===== config.mk =====
export PLATFORM = sky130hd
export DESIGN_NAME = lcd_scan_ctrl
export DESIGN_NICKNAME = d
export VERILOG_FILES = /design/src/rtl/lcd_scan_pkg.sv /design/src/rtl/lcd_disp_ram.sv /design/src/rtl/lcd_line_seq.sv /design/src/rtl/lcd_drive_enc.sv /design/src/rtl/lcd_scan_ctrl.sv
export SDC_FILE = /design/constraint.sdc
export NUM_CORES = 1
export LEC_CHECK = 0
export BUFFER_PORTS_ARGS = -buffer_cell sky130_fd_sc_hd__buf_2
export CAP_MARGIN = 20
export CORE_MARGIN = 2
export CORE_UTILIZATION = 55
export CTS_CLUSTER_SIZE = 16
export DETAILED_ROUTE_END_ITERATION = 10
export HOLD_SLACK_MARGIN = 0.03
export PLACE_DENSITY_LB_ADDON = 0.12
export SKIP_CTS_REPAIR_TIMING = 1
export SLEW_MARGIN = 20
export SYNTH_ARGS = -nofsm -noshare
export SYNTH_HDL_FRONTEND = slang
export SYNTH_SLANG_ARGS = --single-unit

===== constraint.sdc =====
create_clock -name clk -period 3.5 [get_ports clk]
set_input_delay 0.7 -clock clk [delete_from_list [all_inputs] [get_ports clk]]
set_output_delay 0.7 -clock clk [all_outputs]
set_load 0.05 [all_outputs]

===== src/rtl/lcd_scan_pkg.sv =====
package lcd_scan_pkg;

    typedef enum logic [1:0] {
        ST_ALLON = 2'd0,
        ST_SCAN  = 2'd1,
        ST_OFF   = 2'd2
    } lcd_state_t;

    typedef logic [1:0] lvl_t;

    localparam lvl_t LV0 = 2'd0;
    localparam lvl_t LV1 = 2'd1;
    localparam lvl_t LV2 = 2'd2;
    localparam lvl_t LV3 = 2'd3;

    // Common pin level for one line.
    function automatic lvl_t com_level(input logic sel, input logic pol, input logic third);
        if (sel)
            return pol ? LV0 : LV3;
        else if (third)
            return pol ? LV2 : LV1;
        else
            return LV1;
    endfunction

    // Segment pin level for one line.
    function automatic lvl_t seg_level(input logic on, input logic pol, input logic third);
        if (on)
            return pol ? LV3 : LV0;
        else if (third)
            return pol ? LV1 : LV2;
        else
            return pol ? LV0 : LV3;
    endfunction

endpackage


===== src/rtl/lcd_disp_ram.sv =====
module lcd_disp_ram #(
    parameter int NUM_SEG = 44,
    parameter int NUM_COM = 5,
    parameter int ADDR_W  = 5
) (
    input  logic              clk,
    input  logic              rst_n,
    input  logic              wr_en,
    input  logic [ADDR_W-1:0] wr_addr,
    input  logic [7:0]        wr_data,
    output logic [NUM_SEG-1:0] rows [NUM_COM]
);

    localparam int BYTES_PER_ROW = (NUM_SEG + 7) / 8;

    for (genvar r = 0; r < NUM_COM; r++) begin : g_row
        for (genvar k = 0; k < NUM_SEG; k++) begin : g_bit
            localparam int BYTE_ADDR = r * BYTES_PER_ROW + k / 8;
            localparam int BIT_POS   = k % 8;
            always_ff @(posedge clk or negedge rst_n) begin
                if (!rst_n)
                    rows[r][k] <= 1'b0;
                else if (wr_en && wr_addr == ADDR_W'(BYTE_ADDR))
                    rows[r][k] <= wr_data[BIT_POS];
            end
        end
    end

endmodule


===== src/rtl/lcd_line_seq.sv =====
module lcd_line_seq
    import lcd_scan_pkg::*;
#(
    parameter int NUM_SEG = 44,
    parameter int NUM_COM = 5
) (
    input  logic                      clk,
    input  logic                      rst_n,
    input  logic                      tick,
    input  logic                      opt_wr,
    input  logic [3:0]                opt_bits,
    input  logic [NUM_SEG-1:0]        rows [NUM_COM],
    output lcd_state_t                st,
    output logic [$clog2(NUM_COM)-1:0] com_idx,
    output logic                      pol,
    output logic                      bias_third,
    output logic [NUM_SEG-1:0]        line_bits
);

    localparam int CW = $clog2(NUM_COM);

    lcd_state_t     st_q, st_d;
    logic [1:0]     duty_q;
    logic           sub_q;
    logic [CW-1:0]  com_q;
    logic [CW-1:0]  last_com;
    logic [CW-1:0]  nxt_com;
    logic           wrap;
    logic           line_end;
    logic           cfg_take;

    // State register.
    always_ff @(posedge clk or negedge rst_n) begin
        if (!rst_n)
            st_q <= ST_ALLON;
        else
            st_q <= st_d;
    end

    // Transitions: T_CFG_RUN and T_CFG_STOP, both only from ST_ALLON.
    always_comb begin
        st_d = st_q;
        unique case (st_q)
            ST_ALLON: if (opt_wr) st_d = opt_bits[3] ? ST_SCAN : ST_OFF;
            ST_SCAN:  st_d = ST_SCAN;
            ST_OFF:   st_d = ST_OFF;
            default:  st_d = ST_ALLON;
        endcase
    end

    assign cfg_take = opt_wr && (st_q == ST_ALLON);
    assign last_com = CW'(duty_q) + CW'(1);
    assign wrap     = (com_q == last_com);
    assign nxt_com  = wrap ? '0 : com_q + CW'(1);
    // Two-common duty holds each line for two ticks.
    assign line_end = (duty_q != 2'd0) || sub_q;

    // Line and frame counters; reset values form the power-on view.
    always_ff @(posedge clk or negedge rst_n) begin
        if (!rst_n) begin
            duty_q     <= 2'd3;
            bias_third <= 1'b1;
            com_q      <= '0;
            pol        <= 1'b0;
            sub_q      <= 1'b0;
            line_bits  <= '0;
        end else if (cfg_take) begin
            duty_q     <= opt_bits[2:1];
            bias_third <= opt_bits[0];
            com_q      <= '0;
            pol        <= 1'b0;
            sub_q      <= 1'b0;
            line_bits  <= rows[0];
        end else if (tick) begin
            if (line_end) begin
                sub_q     <= 1'b0;
                com_q     <= nxt_com;
                line_bits <= rows[nxt_com];
                if (wrap)
                    pol <= ~pol;
            end else begin
                sub_q <= 1'b1;
            end
        end
    end

    assign st      = st_q;
    assign com_idx = com_q;

endmodule


===== src/rtl/lcd_drive_enc.sv =====
module lcd_drive_enc
    import lcd_scan_pkg::*;
#(
    parameter int                 NUM_SEG     = 44,
    parameter int                 NUM_COM     = 5,
    parameter logic [NUM_SEG-1:0] SEG_IO_MASK = '0
) (
    input  lcd_state_t                 st,
    input  logic [$clog2(NUM_COM)-1:0] com_idx,
    input  logic                       pol,
    input  logic                       bias_third,
    input  logic [NUM_SEG-1:0]         line_bits,
    output logic [2*NUM_COM-1:0]       com_lvl,
    output logic [2*NUM_SEG-1:0]       seg_lvl,
    output logic [NUM_SEG-1:0]         seg_drv_en
);

    localparam int CW = $clog2(NUM_COM);

    logic stopped;
    logic all_lit;

    assign stopped = (st == ST_OFF);
    assign all_lit = (st == ST_ALLON);

    for (genvar c = 0; c < NUM_COM; c++) begin : g_com
        assign com_lvl[2*c +: 2] = stopped ? LV0
                                 : com_level(com_idx == CW'(c), pol, bias_third);
    end

    for (genvar k = 0; k < NUM_SEG; k++) begin : g_seg
        if (SEG_IO_MASK[k]) begin : g_io
            assign seg_lvl[2*k +: 2] = LV0;
            assign seg_drv_en[k]     = 1'b0;
        end else begin : g_lcd
            assign seg_lvl[2*k +: 2] = stopped ? LV0
                                     : seg_level(all_lit || line_bits[k], pol, bias_third);
            assign seg_drv_en[k]     = 1'b1;
        end
    end

endmodule


===== src/rtl/lcd_scan_ctrl.sv =====
module lcd_scan_ctrl
    import lcd_scan_pkg::*;
#(
    parameter int                 NUM_SEG     = 44,
    parameter int                 NUM_COM     = 5,
    parameter int                 ADDR_W      = 5,
    parameter logic [NUM_SEG-1:0] SEG_IO_MASK = '0
) (
    input  logic                 clk,
    input  logic                 rst_n,
    input  logic                 tick,
    input  logic                 wr_en,
    input  logic [ADDR_W-1:0]    wr_addr,
    input  logic [7:0]           wr_data,
    output logic [2*NUM_COM-1:0] com_lvl,
    output logic [2*NUM_SEG-1:0] seg_lvl,
    output logic [NUM_SEG-1:0]   seg_drv_en
);

    localparam int CW       = $clog2(NUM_COM);
    localparam int OPT_ADDR = (1 << ADDR_W) - 1;

    logic [NUM_SEG-1:0] rows [NUM_COM];
    lcd_state_t         st;
    logic [CW-1:0]      com_idx;
    logic               pol;
    logic               bias_third;
    logic [NUM_SEG-1:0] line_bits;
    logic               opt_wr;

    assign opt_wr = wr_en && (wr_addr == ADDR_W'(OPT_ADDR));

    lcd_disp_ram #(
        .NUM_SEG (NUM_SEG),
        .NUM_COM (NUM_COM),
        .ADDR_W  (ADDR_W)
    ) u_ram (
        .clk     (clk),
        .rst_n   (rst_n),
        .wr_en   (wr_en),
        .wr_addr (wr_addr),
        .wr_data (wr_data),
        .rows    (rows)
    );

    lcd_line_seq #(
        .NUM_SEG (NUM_SEG),
        .NUM_COM (NUM_COM)
    ) u_seq (
        .clk        (clk),
        .rst_n      (rst_n),
        .tick       (tick),
        .opt_wr     (opt_wr),
        .opt_bits   (wr_data[3:0]),
        .rows       (rows),
        .st         (st),
        .com_idx    (com_idx),
        .pol        (pol),
        .bias_third (bias_third),
        .line_bits  (line_bits)
    );

    lcd_drive_enc #(
        .NUM_SEG     (NUM_SEG),
        .NUM_COM     (NUM_COM),
        .SEG_IO_MASK (SEG_IO_MASK)
    ) u_enc (
        .st         (st),
        .com_idx    (com_idx),
        .pol        (pol),
        .bias_third (bias_third),
        .line_bits  (line_bits),
        .com_lvl    (com_lvl),
        .seg_lvl    (seg_lvl),
        .seg_drv_en (seg_drv_en)
    );

endmodule


==> results.yml <==
cts:
  clk_pin_slew_ns: 0.06
  cts_buffers: 28
  cts_tree: "built"
  clock-root-buffer: "clkbuf_16"
  clock-sinks: 274
  worstSkewPairLatency_ns: 0.55
  cts_buffer_depth: 3
  htree_levels: 1
grt:
  grt_use_total_pct: 27.6
  grt_overflow: 0
  grt_pass1_wl_um: 67500
  grt_pass1_vias: 11700
  grt_max_degree: 89
  antenna_found_initial: 0
synth:
  ys_async_sr_fraction_pct: 100
  synth_seq_area_share_pct: 42.5
  synth_seq_cells: 274
  synth_enable_flop_cells: 0
  ys_warn_count: 0
  ys.flop_type: "dfrtp_1"
  syn_area_per_cell_sq_um: 9.97
  synthCells: 1618
  ys_types: 42
  netlist_area_sq_um: 16100
route:
  wire_per_inst_um: 21.0
  vias_per_cell: 6.17
  drc_errors: 0
  antenna_left: 0
  drt_pass1_iterations: 8
  routed_wl_um: 42800
  vias: 12600
  drtIter0Drc: 1113
place:
  dp_slack_ns: 0.532
  gp_congestion: 0.819
  dp_hpwl_um: 26000
  portBuffers: 114
sta:
  rsz0062_at_grt: "false"
  setup_viol: 0
  finalSetupTns_ns: 0
  tightest_slew_ns: 1.05
  clock_skew_ns: 0.00859
  worst_slack_ns: 0.289
  hold_viol: 0
  post-route-min-period_ns: 3.21
  maxSlewViolCount: 0
  fin_crit_sh_pct: 91.7
  maxSlewHeadroom_pct: 29.4
  max_freq_mhz: 311
flow_run:
  drv_cap: 0
setup_path:
  startpoint_type: "flop"
  worstPathArrival_ns: 2.51
  cp_max_fo: 44
  end_kind: "output pin"
  crit_type: "flop to output pin"
  cp.required_ns: 2.80
floorplan:
  start_util_pct: 56.0
  core_area_sq_um: 28800
  dieArea_sq_um: 30700
  io-pin-count: 159
  num_rows: 62
  die_w_um: 175
  die-height_um: 175
power:
  intPower_mw: 8.98
  pwr-share-clk_pct: 18.2
  vdd_ir_drop_max_uv: 720
  switching_power_mw: 8.69
  power_mw: 17.7
  p_per_area_nw_per_um2: 993
  p_seq_share_pct: 26.9
  p_leak_nw: 7.93
  p_sw_share_pct: 49.2
  power_frac_comb_pct: 54.9
run_status:
  status: "finished clean"
final_layout:
  drive_gt1_share_pct: 23.7
  layout.nets: 1664
  final_cell_mix: "269 x dfrtp_1, 239 x nand2_1, 178 x mux2_2"
  diodes: 0
  final_common_cell: "dfrtp_1"
  syn_to_final_growth_pct: 10.3
min_path:
  hold_class: "primary input to asynchronous set/reset pin"
-- registers in the layout, summed over array words and instances, names as in the netlist --
register	cells
u_seq.line_bits	44
u_seq.sub_q	1
u_seq.pol	1
u_seq.com_idx	3
u_seq.duty_q	2
u_seq.st	2
u_ram.rows	220
u_seq.bias_third	1
-- cells by family after synthesis --
| kind of cell | after synthesis | share of synthesized area (%) |
|---|---|---|
| and+or+nand+nor | 357 | 10.2 |
| muxes | 309 | 20.9 |
| buffers and inverters | 248 | 7.13 |
| xor gates and xnor gates | 3 | 0.163 |
| adders and majority gates | 11 | 0.853 |
| DFF | 274 | 42.5 |
| AOI/OAI and AO/OA | 415 | 18.2 |
| other | 1 | 0.0233 |
-- layer usage --
layer | vias up | GRT usage [%] | share of wire (%) | routed length, um
met3 | 35 | 2.96 | 6.8 | 2890
li1 | 5840 | - | - | -
met4 | 0 | 4.58 | 1.2 | 512
met1 | 6273 | 43.8 | 48 | 20600
met5 | - | 0 | 0 | 0
met2 | 449 | 41.1 | 44 | 18800
-- power groups by stage --
stage	registers, mW	logic [mW]	clock network [mW]
4_1_cts	4.72	9.60	3.27
5_1_grt	4.85	10.4	3.39
3_5_place_dp	4.77	9.56	0
3_3_place_gp	4.72	9.48	0
6_report	4.75	9.70	3.22
2_1_floorplan	4.46	7.45	0
-- worst paths after layout --
path / slack [ns] / end / start / cells past startpoint
worst max register to register: 0.51 / u_seq.line_bits[27]$_DFFE_PN0P_ / u_seq.duty_q[0]$_DFFE_PN1P_ / 7
worst min-delay path: 0.12 / u_ram.rows[64]$_DFFE_PN0P_ / rst_n / 1
max in group asynchronous: 2.54 / u_seq.bias_third$_DFFE_PN1P_ / rst_n / 2
min in group clk: 0.48 / u_ram.rows[64]$_DFFE_PN0P_ / u_ram.rows[64]$_DFFE_PN0P_ / 1
worst max-delay path: 0.29 / seg_lvl[42] / u_seq.bias_third$_DFFE_PN1P_ / 6
worst min register to register: 0.48 / u_ram.rows[64]$_DFFE_PN0P_ / u_ram.rows[64]$_DFFE_PN0P_ / 1
-- critical path, stage by stage, from the launching register on --
cell     delay [ns]
dfstp_2        0.56
inv_1          0.06
ha_2           0.74
o21ai_0        0.19
nand2_1        0.11
nand2_1        0.06
buf_2          0.24
-- cells in the mapped netlist (2+ instances only) --
cell / n / area [sq um]
a2111oi_0: 44 / 385
a211oi_1: 90 / 676
a21boi_0: 44 / 330
a21o_1: 3 / 22.5
a21oi_1: 7 / 35.0
a41oi_1: 44 / 385
and3_1: 3 / 18.8
buf_1: 14 / 52.6
buf_2: 31 / 155
buf_4: 46 / 345
clkbuf_1: 104 / 390
dfrtp_1: 271 / 6780
dfstp_2: 3 / 78.8
ha_1: 11 / 138
inv_1: 51 / 191
mux2_1: 42 / 473
mux2_2: 178 / 2000
mux2i_1: 89 / 891
nand2_1: 239 / 897
nand2b_1: 6 / 37.5
nand3_1: 10 / 50.1
nor2_1: 27 / 101
nor2_2: 3 / 18.8
nor2b_1: 13 / 81.3
nor3_1: 2 / 10.0
nor3_2: 4 / 40.0
nor3b_1: 45 / 338
o21ai_0: 89 / 445
o21ai_1: 3 / 15.0
o21bai_1: 45 / 338
o22ai_1: 44 / 275
or3_1: 2 / 12.5
xnor2_1: 2 / 17.5
-- final cells by class --
type                       instances  area (sq um)
clock buffer                      39           843
clock inverter                    12           168
fill                            2448         11000
inverter                          52           195
multi-input combinational       1139          8340
sequential                       274          6870
tap                              384           480
timing repair buffer             141           896
-- metrics by stage --
step / instance area (sq um) / hold WS [ns] / utilization (%) / cells
after global placement: 16800 / 0.466 / 58.3 / 1990
after CTS: 17800 / 0.136 / 61.8 / 2041
after detailed placement: 16800 / 0.474 / 58.3 / 1990
after global routing: 17800 / 0.161 / 61.8 / 2041
after floorplan: 16300 / 0.404 / - / 1661
final: 17800 / 0.117 / 61.8 / 2041
No activity file was read; power rests on OpenSTA's default activity.
